==> src/rtl/vsps_pkg.sv <==
package vsps_pkg;

   typedef enum logic [1:0] {
      ST_FREE = 2'd0,
      ST_SLEW = 2'd1,
      ST_LOCK = 2'd2
   } vsps_state_e;

   typedef enum logic [1:0] {
      POL_TOGGLE = 2'd0,
      POL_HOLD   = 2'd1,
      POL_TAKE   = 2'd2
   } vsps_pol_e;

endpackage

==> src/rtl/vsps_line_counter.sv <==
module vsps_line_counter #(
   parameter int FLEN = 313,
   parameter int LW   = 9
) (
   input  logic          clk,
   input  logic          rst_n,
   input  logic          line_stb,
   input  logic [LW-1:0] load_len,
   output logic [LW-1:0] lcnt,
   output logic [LW-1:0] lcnt_next,
   output logic          wrap
);

   logic [LW-1:0] cur_len;
   logic          at_last;

   assign at_last   = (lcnt == cur_len - 1'b1);
   assign wrap      = line_stb && at_last;
   assign lcnt_next = at_last ? '0 : lcnt + 1'b1;

   always_ff @(posedge clk or negedge rst_n) begin
      if (!rst_n) begin
         lcnt    <= '0;
         cur_len <= LW'(FLEN);
      end else if (line_stb) begin
         lcnt <= lcnt_next;
         if (at_last) cur_len <= load_len;
      end
   end

endmodule

==> src/rtl/vsps_phase_meas.sv <==
module vsps_phase_meas #(
   parameter int FLEN = 313,
   parameter int LW   = 9,
   parameter int EW   = 10
) (
   input  logic [LW-1:0]        pos,
   output logic signed [EW-1:0] err
);

   localparam int HALF = FLEN / 2;
   localparam logic signed [EW-1:0] FLEN_S = EW'(FLEN);

   logic signed [EW-1:0] pos_s;

   assign pos_s = $signed({1'b0, pos});
   assign err   = (pos > LW'(HALF)) ? (pos_s - FLEN_S) : pos_s;

endmodule

==> src/rtl/vsps_slew_ctrl.sv <==
module vsps_slew_ctrl
   import vsps_pkg::*;
#(
   parameter int FLEN = 313,
   parameter int STEP = 20,
   parameter int LW   = 9,
   parameter int EW   = 10
) (
   input  logic                 clk,
   input  logic                 rst_n,
   input  logic                 line_stb,
   input  logic                 wrap,
   input  logic                 present,
   input  logic                 fstart,
   input  logic signed [EW-1:0] err,
   output logic [LW-1:0]        next_len,
   output vsps_pol_e            pol_act,
   output logic                 locked
);

   localparam logic signed [EW-1:0] STEP_S = EW'(STEP);

   vsps_state_e          st;
   logic signed [EW-1:0] rem;
   logic signed [EW-1:0] adj;
   logic                 first;
   logic                 big_err;
   logic                 capture;

   assign capture = present && (st == ST_FREE) && line_stb && fstart;
   assign big_err = (err > STEP_S) || (err < -STEP_S);

   always_comb begin
      adj = '0;
      if (present && st == ST_SLEW) begin
         if (rem > STEP_S)       adj = STEP_S;
         else if (rem < -STEP_S) adj = -STEP_S;
         else                    adj = rem;
      end
   end

   assign next_len = LW'(FLEN + int'(adj));

   always_comb begin
      pol_act = POL_TOGGLE;
      if (!present)                           pol_act = POL_TOGGLE;
      else if (capture && err == '0)          pol_act = POL_TAKE;
      else if (st == ST_SLEW && rem == '0)    pol_act = POL_TAKE;
      else if (st == ST_SLEW && first)        pol_act = POL_HOLD;
   end

   always_ff @(posedge clk or negedge rst_n) begin
      if (!rst_n) begin
         st    <= ST_FREE;
         rem   <= '0;
         first <= 1'b0;
      end else if (!present) begin
         st    <= ST_FREE;
         rem   <= '0;
         first <= 1'b0;
      end else begin
         case (st)
            ST_FREE: begin
               if (capture) begin
                  if (err == '0) begin
                     st <= ST_LOCK;
                  end else begin
                     st    <= ST_SLEW;
                     rem   <= err;
                     first <= big_err;
                  end
               end
            end
            ST_SLEW: begin
               if (wrap) begin
                  if (rem == '0) begin
                     st <= ST_LOCK;
                  end else begin
                     rem   <= rem - adj;
                     first <= 1'b0;
                  end
               end
            end
            default: ;
         endcase
      end
   end

   assign locked = (st == ST_LOCK);

endmodule

==> src/rtl/vsync_phase_slew.sv <==
module vsync_phase_slew
   import vsps_pkg::*;
#(
   parameter int FLEN       = 313,
   parameter int STEP       = 20,
   parameter int VREF_LINES = 3
) (
   input  logic clk,
   input  logic rst_n,
   input  logic line_stb,
   input  logic in_fstart,
   input  logic in_fpol,
   input  logic in_present,
   output logic vref,
   output logic out_field,
   output logic locked
);

   localparam int LW = $clog2(FLEN + STEP + 1);
   localparam int EW = LW + 1;

   if (FLEN < 4) begin : g_bad_flen
      $error("vsync_phase_slew: FLEN must be at least 4");
   end
   if (STEP < 1 || 2 * STEP >= FLEN) begin : g_bad_step
      $error("vsync_phase_slew: STEP must lie in 1..FLEN/2-1");
   end
   if (VREF_LINES < 1 || VREF_LINES >= FLEN - STEP) begin : g_bad_vref
      $error("vsync_phase_slew: VREF_LINES must fit in a shortened field");
   end

   logic [LW-1:0]        lcnt;
   logic [LW-1:0]        lcnt_next;
   logic [LW-1:0]        next_len;
   logic                 wrap;
   logic signed [EW-1:0] err;
   vsps_pol_e            pol_act;

   vsps_line_counter #(.FLEN(FLEN), .LW(LW)) u_cnt (
      .clk       (clk),
      .rst_n     (rst_n),
      .line_stb  (line_stb),
      .load_len  (next_len),
      .lcnt      (lcnt),
      .lcnt_next (lcnt_next),
      .wrap      (wrap)
   );

   vsps_phase_meas #(.FLEN(FLEN), .LW(LW), .EW(EW)) u_meas (
      .pos (lcnt_next),
      .err (err)
   );

   vsps_slew_ctrl #(.FLEN(FLEN), .STEP(STEP), .LW(LW), .EW(EW)) u_ctrl (
      .clk      (clk),
      .rst_n    (rst_n),
      .line_stb (line_stb),
      .wrap     (wrap),
      .present  (in_present),
      .fstart   (in_fstart),
      .err      (err),
      .next_len (next_len),
      .pol_act  (pol_act),
      .locked   (locked)
   );

   always_ff @(posedge clk or negedge rst_n) begin
      if (!rst_n) begin
         out_field <= 1'b0;
      end else if (wrap) begin
         case (pol_act)
            POL_HOLD: out_field <= out_field;
            POL_TAKE: out_field <= in_fpol;
            default:  out_field <= ~out_field;
         endcase
      end
   end

   if (VREF_LINES == 1) begin : g_vref_single
      assign vref = (lcnt == '0);
   end else begin : g_vref_multi
      assign vref = (lcnt < LW'(VREF_LINES));
   end

endmodule

==> config.mk <==
export PLATFORM = sky130hd
export DESIGN_NAME = vsync_phase_slew
export DESIGN_NICKNAME = d
export VERILOG_FILES = /design/src/rtl/vsps_pkg.sv /design/src/rtl/vsps_line_counter.sv /design/src/rtl/vsps_phase_meas.sv /design/src/rtl/vsps_slew_ctrl.sv /design/src/rtl/vsync_phase_slew.sv
export SDC_FILE = /design/constraint.sdc
export NUM_CORES = 1
export LEC_CHECK = 0
export BUFFER_PORTS_ARGS = -buffer_cell sky130_fd_sc_hd__buf_2
export CORE_MARGIN = 3
export CORE_UTILIZATION = 60
export DETAILED_ROUTE_END_ITERATION = 12
export PLACE_DENSITY = 0.88
export SETUP_SLACK_MARGIN = 0.5
export SYNTH_ARGS = -nofsm -noshare
export SYNTH_HDL_FRONTEND = slang
export SYNTH_HIERARCHICAL = 1
export SYNTH_SLANG_ARGS = --single-unit
==> constraint.sdc <==
create_clock -name clk -period 6.23 [get_ports clk]
set_input_delay 0.3115 -clock clk [delete_from_list [all_inputs] [get_ports clk]]
set_output_delay 0.3115 -clock clk [all_outputs]
set_load 0.02 [all_outputs]
# [Yosys cells after proc, flatten, opt, wreduce, memory -nomap -nowiden]
# Index checks and enable logic that the tools add are counted.
[totals] in_bits=6 elab_cells=74 regBits=32 output_inout_bits=3
[op_classes] reduce_logical=16 n_eq_ne=11 magnitude_cmp=6 bitwise=2 mux=28 add_sub_neg=5
[ops] op="two-way mux 10 bit" n=9
[ops] op="greater-than comparator 10 x 6 -> 1 bit (second input constant)" n=2
[ops] op="logical NOT 10 bit" n=2
[ops] op="< comparator 10 x 6 -> 1 bit (second input constant)" n=2
[ops] op="one-hot mux 10 bit (2 select lines)" n=1
[ops] op="two-way mux 2 bit" n=8
[ops] op="!= test 3 bit (second input constant)" n=4
[ops] op="subtractor 10 bit" n=1
[ops] op="subtractor 9 x 9 -> 10 bit (second input constant)" n=1
[ops] op="adder 9 x 1 -> 9 bit (second input constant)" n=1
[ops] op="adder 9 bit (first input constant)" n=1
[ops] op="equality test 9 bit" n=1
[ops] op="greater-than comparator 9 x 8 -> 1 bit (second input constant)" n=1
[ops] op="< comparator 9 x 2 -> 1 bit (second input constant)" n=1
[ops] op="two-way mux 9 bit" n=1
[ops] op="subtractor 9 x 1 -> 9 bit (second input constant)" n=1
[ops] op="logical AND 1 bit" n=8
[ops] op="two-way mux 1 bit" n=6
[ops] op="AND reduction 5 bit" n=1
[ops] op="equality test 2 x 1 -> 1 bit (second input constant)" n=2
[ops] op="equality test 2 bit (second input constant)" n=2
[ops] op="one-hot mux 1 bit (2 select lines)" n=2
[ops] op="one-hot mux 2 bit (2 select lines)" n=1
[ops] op="AND reduction 2 bit" n=2
[ops] op="6 further kinds" n=7

# [Depth between registers and ports, before layout]
[logic_depth] depth_word=12 depth_mapped=25 ltp_nobuf=22

# [Modules after synthesis]
# The synthesis kept the hierarchy.
[by_module_without_submodules] module="vsps_slew_ctrl" cells_per_inst=208 area_per_inst_um2=1546.5 instances=1 seq_area_each_um2=325.3
[by_module_without_submodules] module="vsps_line_counter" cells_per_inst=152 area_per_inst_um2=1417.6 instances=1 seq_area_each_um2=456.7
[by_module_without_submodules] module="vsps_phase_meas" cells_per_inst=35 area_per_inst_um2=236.5 instances=1 seq_area_each_um2=0.0
[by_module_without_submodules] module="vsync_phase_slew" cells_per_inst=12 area_per_inst_um2=90.1 instances=1 seq_area_each_um2=25.0

# [Worst setup path after synthesis]
# OpenSTA, ideal clock, no wires.
[synth_path] path_kind="reg2reg" start="reg u_cnt.cur_len[0]" end="reg out_field" required_time_ps=6143 period_less_slack_ps=4656 stages_incl_launch_ff=24 arrival_time_ps=4569 setup_slack_ps=1574 setup_time_ps=87 path_buffers=3 cell_sequence="dfstp_2 > buf_2 > inv_1 > ha_1 > buf_2 > xnor3_1 > and3_4 > o21ai_2 > a22oi_2 > and3_1 > buf_2 > nor2_1 > or3_4 > a41oi_2 > o21ai_1 > a22o_1 > or4_4 > nor4_4 > nand4_1 > a21oi_1 > and2_1 > nor2_1 > o21a_1 > a211oi_2"
[synth_between] elab_chain_len=12 word_cells_on_any_way=16 classes_between="add/sub: 2; order compare: 1; eq/ne: 3; mux: 5; bitwise: 1; reduce/logical: 4"
[synth_lines] item="from (decl)" line="vsps_line_counter.sv:14" text="logic [LW-1:0] cur_len;"
[synth_lines] item="from (signal assigned)" line="vsps_line_counter.sv:24" text="cur_len <= LW'(FLEN);"
[synth_lines] item="from (signal assigned)" line="vsps_line_counter.sv:27" text="if (at_last) cur_len <= load_len;"
[synth_lines] item="subtractor 9 x 1 -> 9 bit *" line="vsps_line_counter.sv:17" text="assign at_last = (lcnt == cur_len - 1'b1);"
[synth_lines] item="equality test 9 bit *" line="vsps_line_counter.sv:17"
[synth_lines] item="two-way mux 9 bit *" line="vsps_line_counter.sv:19" text="assign lcnt_next = at_last ? '0 : lcnt + 1'b1;"
[synth_lines] item="via lcnt_next[0]" line="vsync_phase_slew.sv:33" text="logic [LW-1:0] lcnt_next;"
[synth_lines] item="subtractor 9 x 9 -> 10 bit or greater-than comparator 9 x 8 -> 1 bit (tied branches)" line="vsps_phase_meas.sv:16" text="assign err = (pos > LW'(HALF)) ? (pos_s - FLEN_S) : pos_s;"
[synth_lines] item="two-way mux 10 bit *" line="vsps_phase_meas.sv:16"
[synth_lines] item="via err[7]" line="vsync_phase_slew.sv:36" text="logic signed [EW-1:0] err;"
[synth_lines] item="logical NOT 10 bit *" line="vsps_slew_ctrl.sv:47" text="else if (capture && err == '0) pol_act = POL_TAKE;"
[synth_lines] item="logical AND 1 bit *" line="vsps_slew_ctrl.sv:47"
[synth_lines] item="two-way mux 2 bit *" line="vsps_slew_ctrl.sv:47"
[synth_lines] item="two-way mux 2 bit *" line="vsps_slew_ctrl.sv:46" text="if (!present) pol_act = POL_TOGGLE;"
[synth_lines] item="via pol_act[1]" line="vsync_phase_slew.sv:37" text="vsps_pol_e pol_act;"
[synth_lines] item="equality test 2 x 1 -> 1 bit" line="vsync_phase_slew.sv:71" text="case (pol_act)"
[synth_lines] item="inverter 1 bit (no source line)"
[synth_lines] item="AND reduction 2 bit (no source line)"
[synth_lines] item="to (signal assigned)" line="vsync_phase_slew.sv:72" text="POL_HOLD: out_field <= out_field;"
[synth_lines] item="to (signal assigned)" line="vsync_phase_slew.sv:73" text="POL_TAKE: out_field <= in_fpol;"
[synth_lines] item="to (signal assigned)" line="vsync_phase_slew.sv:74" text="default: out_field <= ~out_field;"
[synth_lines] item="to (decl)" line="vsync_phase_slew.sv:15" text="output logic out_field,"
# The timed path passes the listed nets; every way through them passes the cells marked *.
# A chain may end at the register's enable or synchronous reset.

# [Final worst setup path]
# Ends and elaborated chain as after synthesis.

==> flow_metrics.py <==
metrics = {
    "power": {
        "leakagePower_nw": 1.39,
        "netSwitchingPower_mw": 0.464,
        "power.share.sequential_pct": 31.8,
        "cellPowerDensity_mw_per_mm2": 303,
        "p_sw_share_pct": 45.6,
        "pwr-share-comb_pct": 52.7,
        "intPower_mw": 0.555,
        "pwr-share-clk_pct": 15.5,
        "finalPower_mw": 1.02,
        "ir_worst_vdd_v": 0.000248,
    },
    "clock_network": {
        "holdBufCountCts": 0,
        "cts_sinks": 32,
        "htreeDepth": 2,
        "root_buffer": "clkbuf_8",
        "clock_path_buffers": 2,
        "clock_latency_ns": 0.28,
        "cts_buffers": 5,
        "cts_setup_buffers": 0,
        "clkTransAtPathRegs_ns": 0.07,
        "cts_tree": "done",
        "cts_resized": 0,
    },
    "route": {
        "drc": 0,
        "drt_iter0_markers": 181,
        "wl_per_cell_um": 15.9,
        "vias": 2895,
        "drtAntennaViolNets": 0,
        "first_pass_iters": 7,
        "wl_mm": 7.44,
        "vias_per_cell": 6.19,
    },
    "sta": {
        "post-route-period-util_pct": 82.6,
        "maxSlewHeadroom_pct": 44.2,
        "tightest_slew_ns": 0.835,
        "setup_viol": 0,
        "period_needed_ns": 5.14,
        "final.setup.tns_ns": 0,
        "fin_skew_ns": 0.00379,
        "finalMaxSlewViolations": 0,
        "fmax_ghz": 0.194,
        "hold_violations": 0,
        "rsz0062_at_grt": "false",
    },
    "grt": {
        "grt_overflow_total": 0,
        "grt_max_degree": 33,
        "grt_pass1_wl_mm": 12.3,
        "grt_antenna_before_repair": 0,
        "grt_use_total_pct": 24.3,
        "first_global_vias": 2683,
    },
    "yosys": {
        "synthAdderAreaFrac_pct": 5.93,
        "synth_fp_nets": 428,
        "synth_compound_area_share_pct": 21.2,
        "yosys.area_share.simple_pct": 27.1,
        "yosysTopAreaCellShare_pct": 20.5,
        "yosysTopAreaCell": "dfrtp_1",
        "synth_seq_cells": 32,
        "synthMuxAreaShare_pct": 5.67,
        "synth_edf_count": 0,
        "synth_area_mm2": 0.00329,
        "netlist_top_cells_area": "dfrtp_1 21%, xnor2_1 5.6%, o21ai_0 5.5%, ha_1 5.3%, mux2_4 4.1%",
        "synth_xor_area_share_pct": 9.39,
        "avgSynthCellArea_um2": 8.09,
        "synth_top_family_by_area": "simple AND/OR/NAND/NOR gates",
        "synthArstFlopShare_pct": 100,
        "synth_commonest_cells": "36 x nand2_1, 36 x o21ai_0, 34 x nor2_1",
        "netlist_instances": 407,
        "yosys_warnings": 6,
        "synthFlopType": "dfrtp_1",
        "yosysUniqueCellTypes": 72,
        "ys_seq_area_share_pct": 24.5,
    },
    "critical_path": {
        "end_kind": "flop",
        "r2r_slack_ns": 1.09,
        "reg2reg_from": "u_cnt/cur_len[0]",
        "critPathKind": "reg2reg",
        "path_cells": "inv_1 -> ha_1 -> o21ai_0 -> o32ai_1 -> a32oi_1 -> o21ai_2 -> and3_1 -> nor2b_1 -> inv_1 -> ha_1 -> nand4b_1 -> a21oi_2 -> nand2_1 -> xnor2_1 -> or4_1 -> nor4_4 -> nand4_1 -> a21oi_1 -> and2_1 -> nor2_1 -> o21a_1 -> a211oi_2",
        "slowest_delay_ns": 0.61,
        "worstPathRequired_ns": 6.43,
        "startpoint_type": "flop",
        "critPathArrivalTime_ns": 5.34,
        "reg2reg_depth": 22,
        "critPathMaxFanout": 11,
        "cpMaxStageDelayCell": "dfstp_2",
        "r2r-end": "out_field",
    },
    "run_status": {
        "status": "finished clean",
    },
    "die": {
        "coreArea_mm2": 0.00520,
        "core.rowCount": 26,
        "dieArea_mm2": 0.00641,
        "die_h_um": 80.1,
        "die_w_um": 80.1,
        "start_util_pct": 63.2,
        "ioPinCount": 9,
    },
    "placement": {
        "place.gp.congestion": 0.909,
        "port_buffers": 8,
        "dp_hpwl_mm": 5.44,
    },
    "worst_hold_path": {
        "min-delay-path-class": "in2async",
    },
    "cells_and_area": {
        "fin_nets": 418,
        "diodes": 0,
        "drive_gt1_share_pct": 11.8,
        "areaGrowthSynthToFinish_pct": 2.05,
    },
    "run": {
        "drv_cap": 0,
    },
}
[metrics by stage]
stage                     setup WS (ns)  utilization [%]  std cells  hold WS, ns  instance area (um2)
after floorplan                    1.57                -        407       0.0159                 3290
after global placement             1.42             63.0        460        0.399                 3280
after detailed placement           1.22             63.0        460        0.414                 3280
after CTS                          1.15             64.5        468       0.0998                 3360
after global routing              0.677             64.5        468        0.127                 3360
final                              1.09             64.5        468       0.0794                 3360
[final cells by class]
class                   count  area, um2
well taps                  70       87.6
fillers                   459       1850
clock buffers               7       76.3
inverters                  17       63.8
repair buffers              8       40.0
multi-input cells         333       2280
flip-flops and latches     32        807
clock inverters             1       5.00
[cells in the final DEF (no fill, tap or decap), types with 6 or more instances in the layout]
master and instances:
dfrtp_1 27, nor2_1 34, nand2_1 36, nand3_1 17, nor2b_1 9, xnor2_1 21, inv_1 17, xor2_1 9
o21a_1 10, nand2b_1 9, nor3_1 8, o211ai_1 6, mux2_4 9, buf_2 8, and3_1 10, ha_1 14
a21oi_1 25, o21ai_0 36
[state kept, by name, indices dropped and copies added (netlist names)]
name,count
u_ctrl/rem,10
u_cnt/cur_len,9
u_cnt/lcnt,9
u_ctrl/first,1
out_field,1
u_ctrl/st,2
[routing by layer]
metal / part of all wire, % / vias up / GRT usage (%) / routed length [um]
li1: - / 1435 / - / -
met1: 46 / 1357 / 32.0 / 3400
met2: 49 / 95 / 41.5 / 3610
met3: 4.8 / 8 / 3.70 / 357
met4: 0.97 / 0 / 6.25 / 72
met5: 0 / - / 0 / 0
[worst max-delay path, delay by kind of cell, from the launching register on]
| kind | cells | cell delay [ns] |
|---|---|---|
| AO/OA/AOI/OAI | 8 | 1.56 |
| XOR/XNOR | 1 | 0.18 |
| AND/OR/NAND/NOR | 9 | 2.04 |
| flip-flops | 1 | 0.61 |
| buffers and inverters | 2 | 0.14 |
| adder cells (fa/ha/maj) | 2 | 0.52 |
[kinds of logic (layout without fill, tap and decap cells)]
logic type	Yosys count	after routing
AOI/OAI and AO/OA	110	110
xor gates and xnor gates	32	32
adders and majority gates	15	15
buffers and inverters	42	33
DFF	32	32
muxes	14	14
and+or+nand+nor	162	162
[worst max path at each step]
stage                            to  slack (ns)              from
final                     out_field        1.09  u_cnt/cur_len[0]
after global routing      out_field        0.68  u_cnt/cur_len[1]
after CTS                 out_field        1.15  u_cnt/cur_len[0]
after detailed placement  out_field        1.22  u_cnt/cur_len[0]
after global placement    out_field        1.42  u_cnt/cur_len[0]
after floorplan           out_field        1.57  u_cnt/cur_len[0]
[power by group through the flow]
| stage | clock (mW) | sequential, mW | combinational, mW |
|---|---|---|---|
| 2_1_floorplan | 0 | 0.285 | 0.461 |
| 3_3_place_gp | 0 | 0.320 | 0.510 |
| 3_5_place_dp | 0 | 0.323 | 0.524 |
| 4_1_cts | 0.162 | 0.320 | 0.530 |
| 5_1_grt | 0.168 | 0.330 | 0.602 |
| 6_report | 0.158 | 0.324 | 0.537 |
No activity file was read; power rests on OpenSTA's default activity.
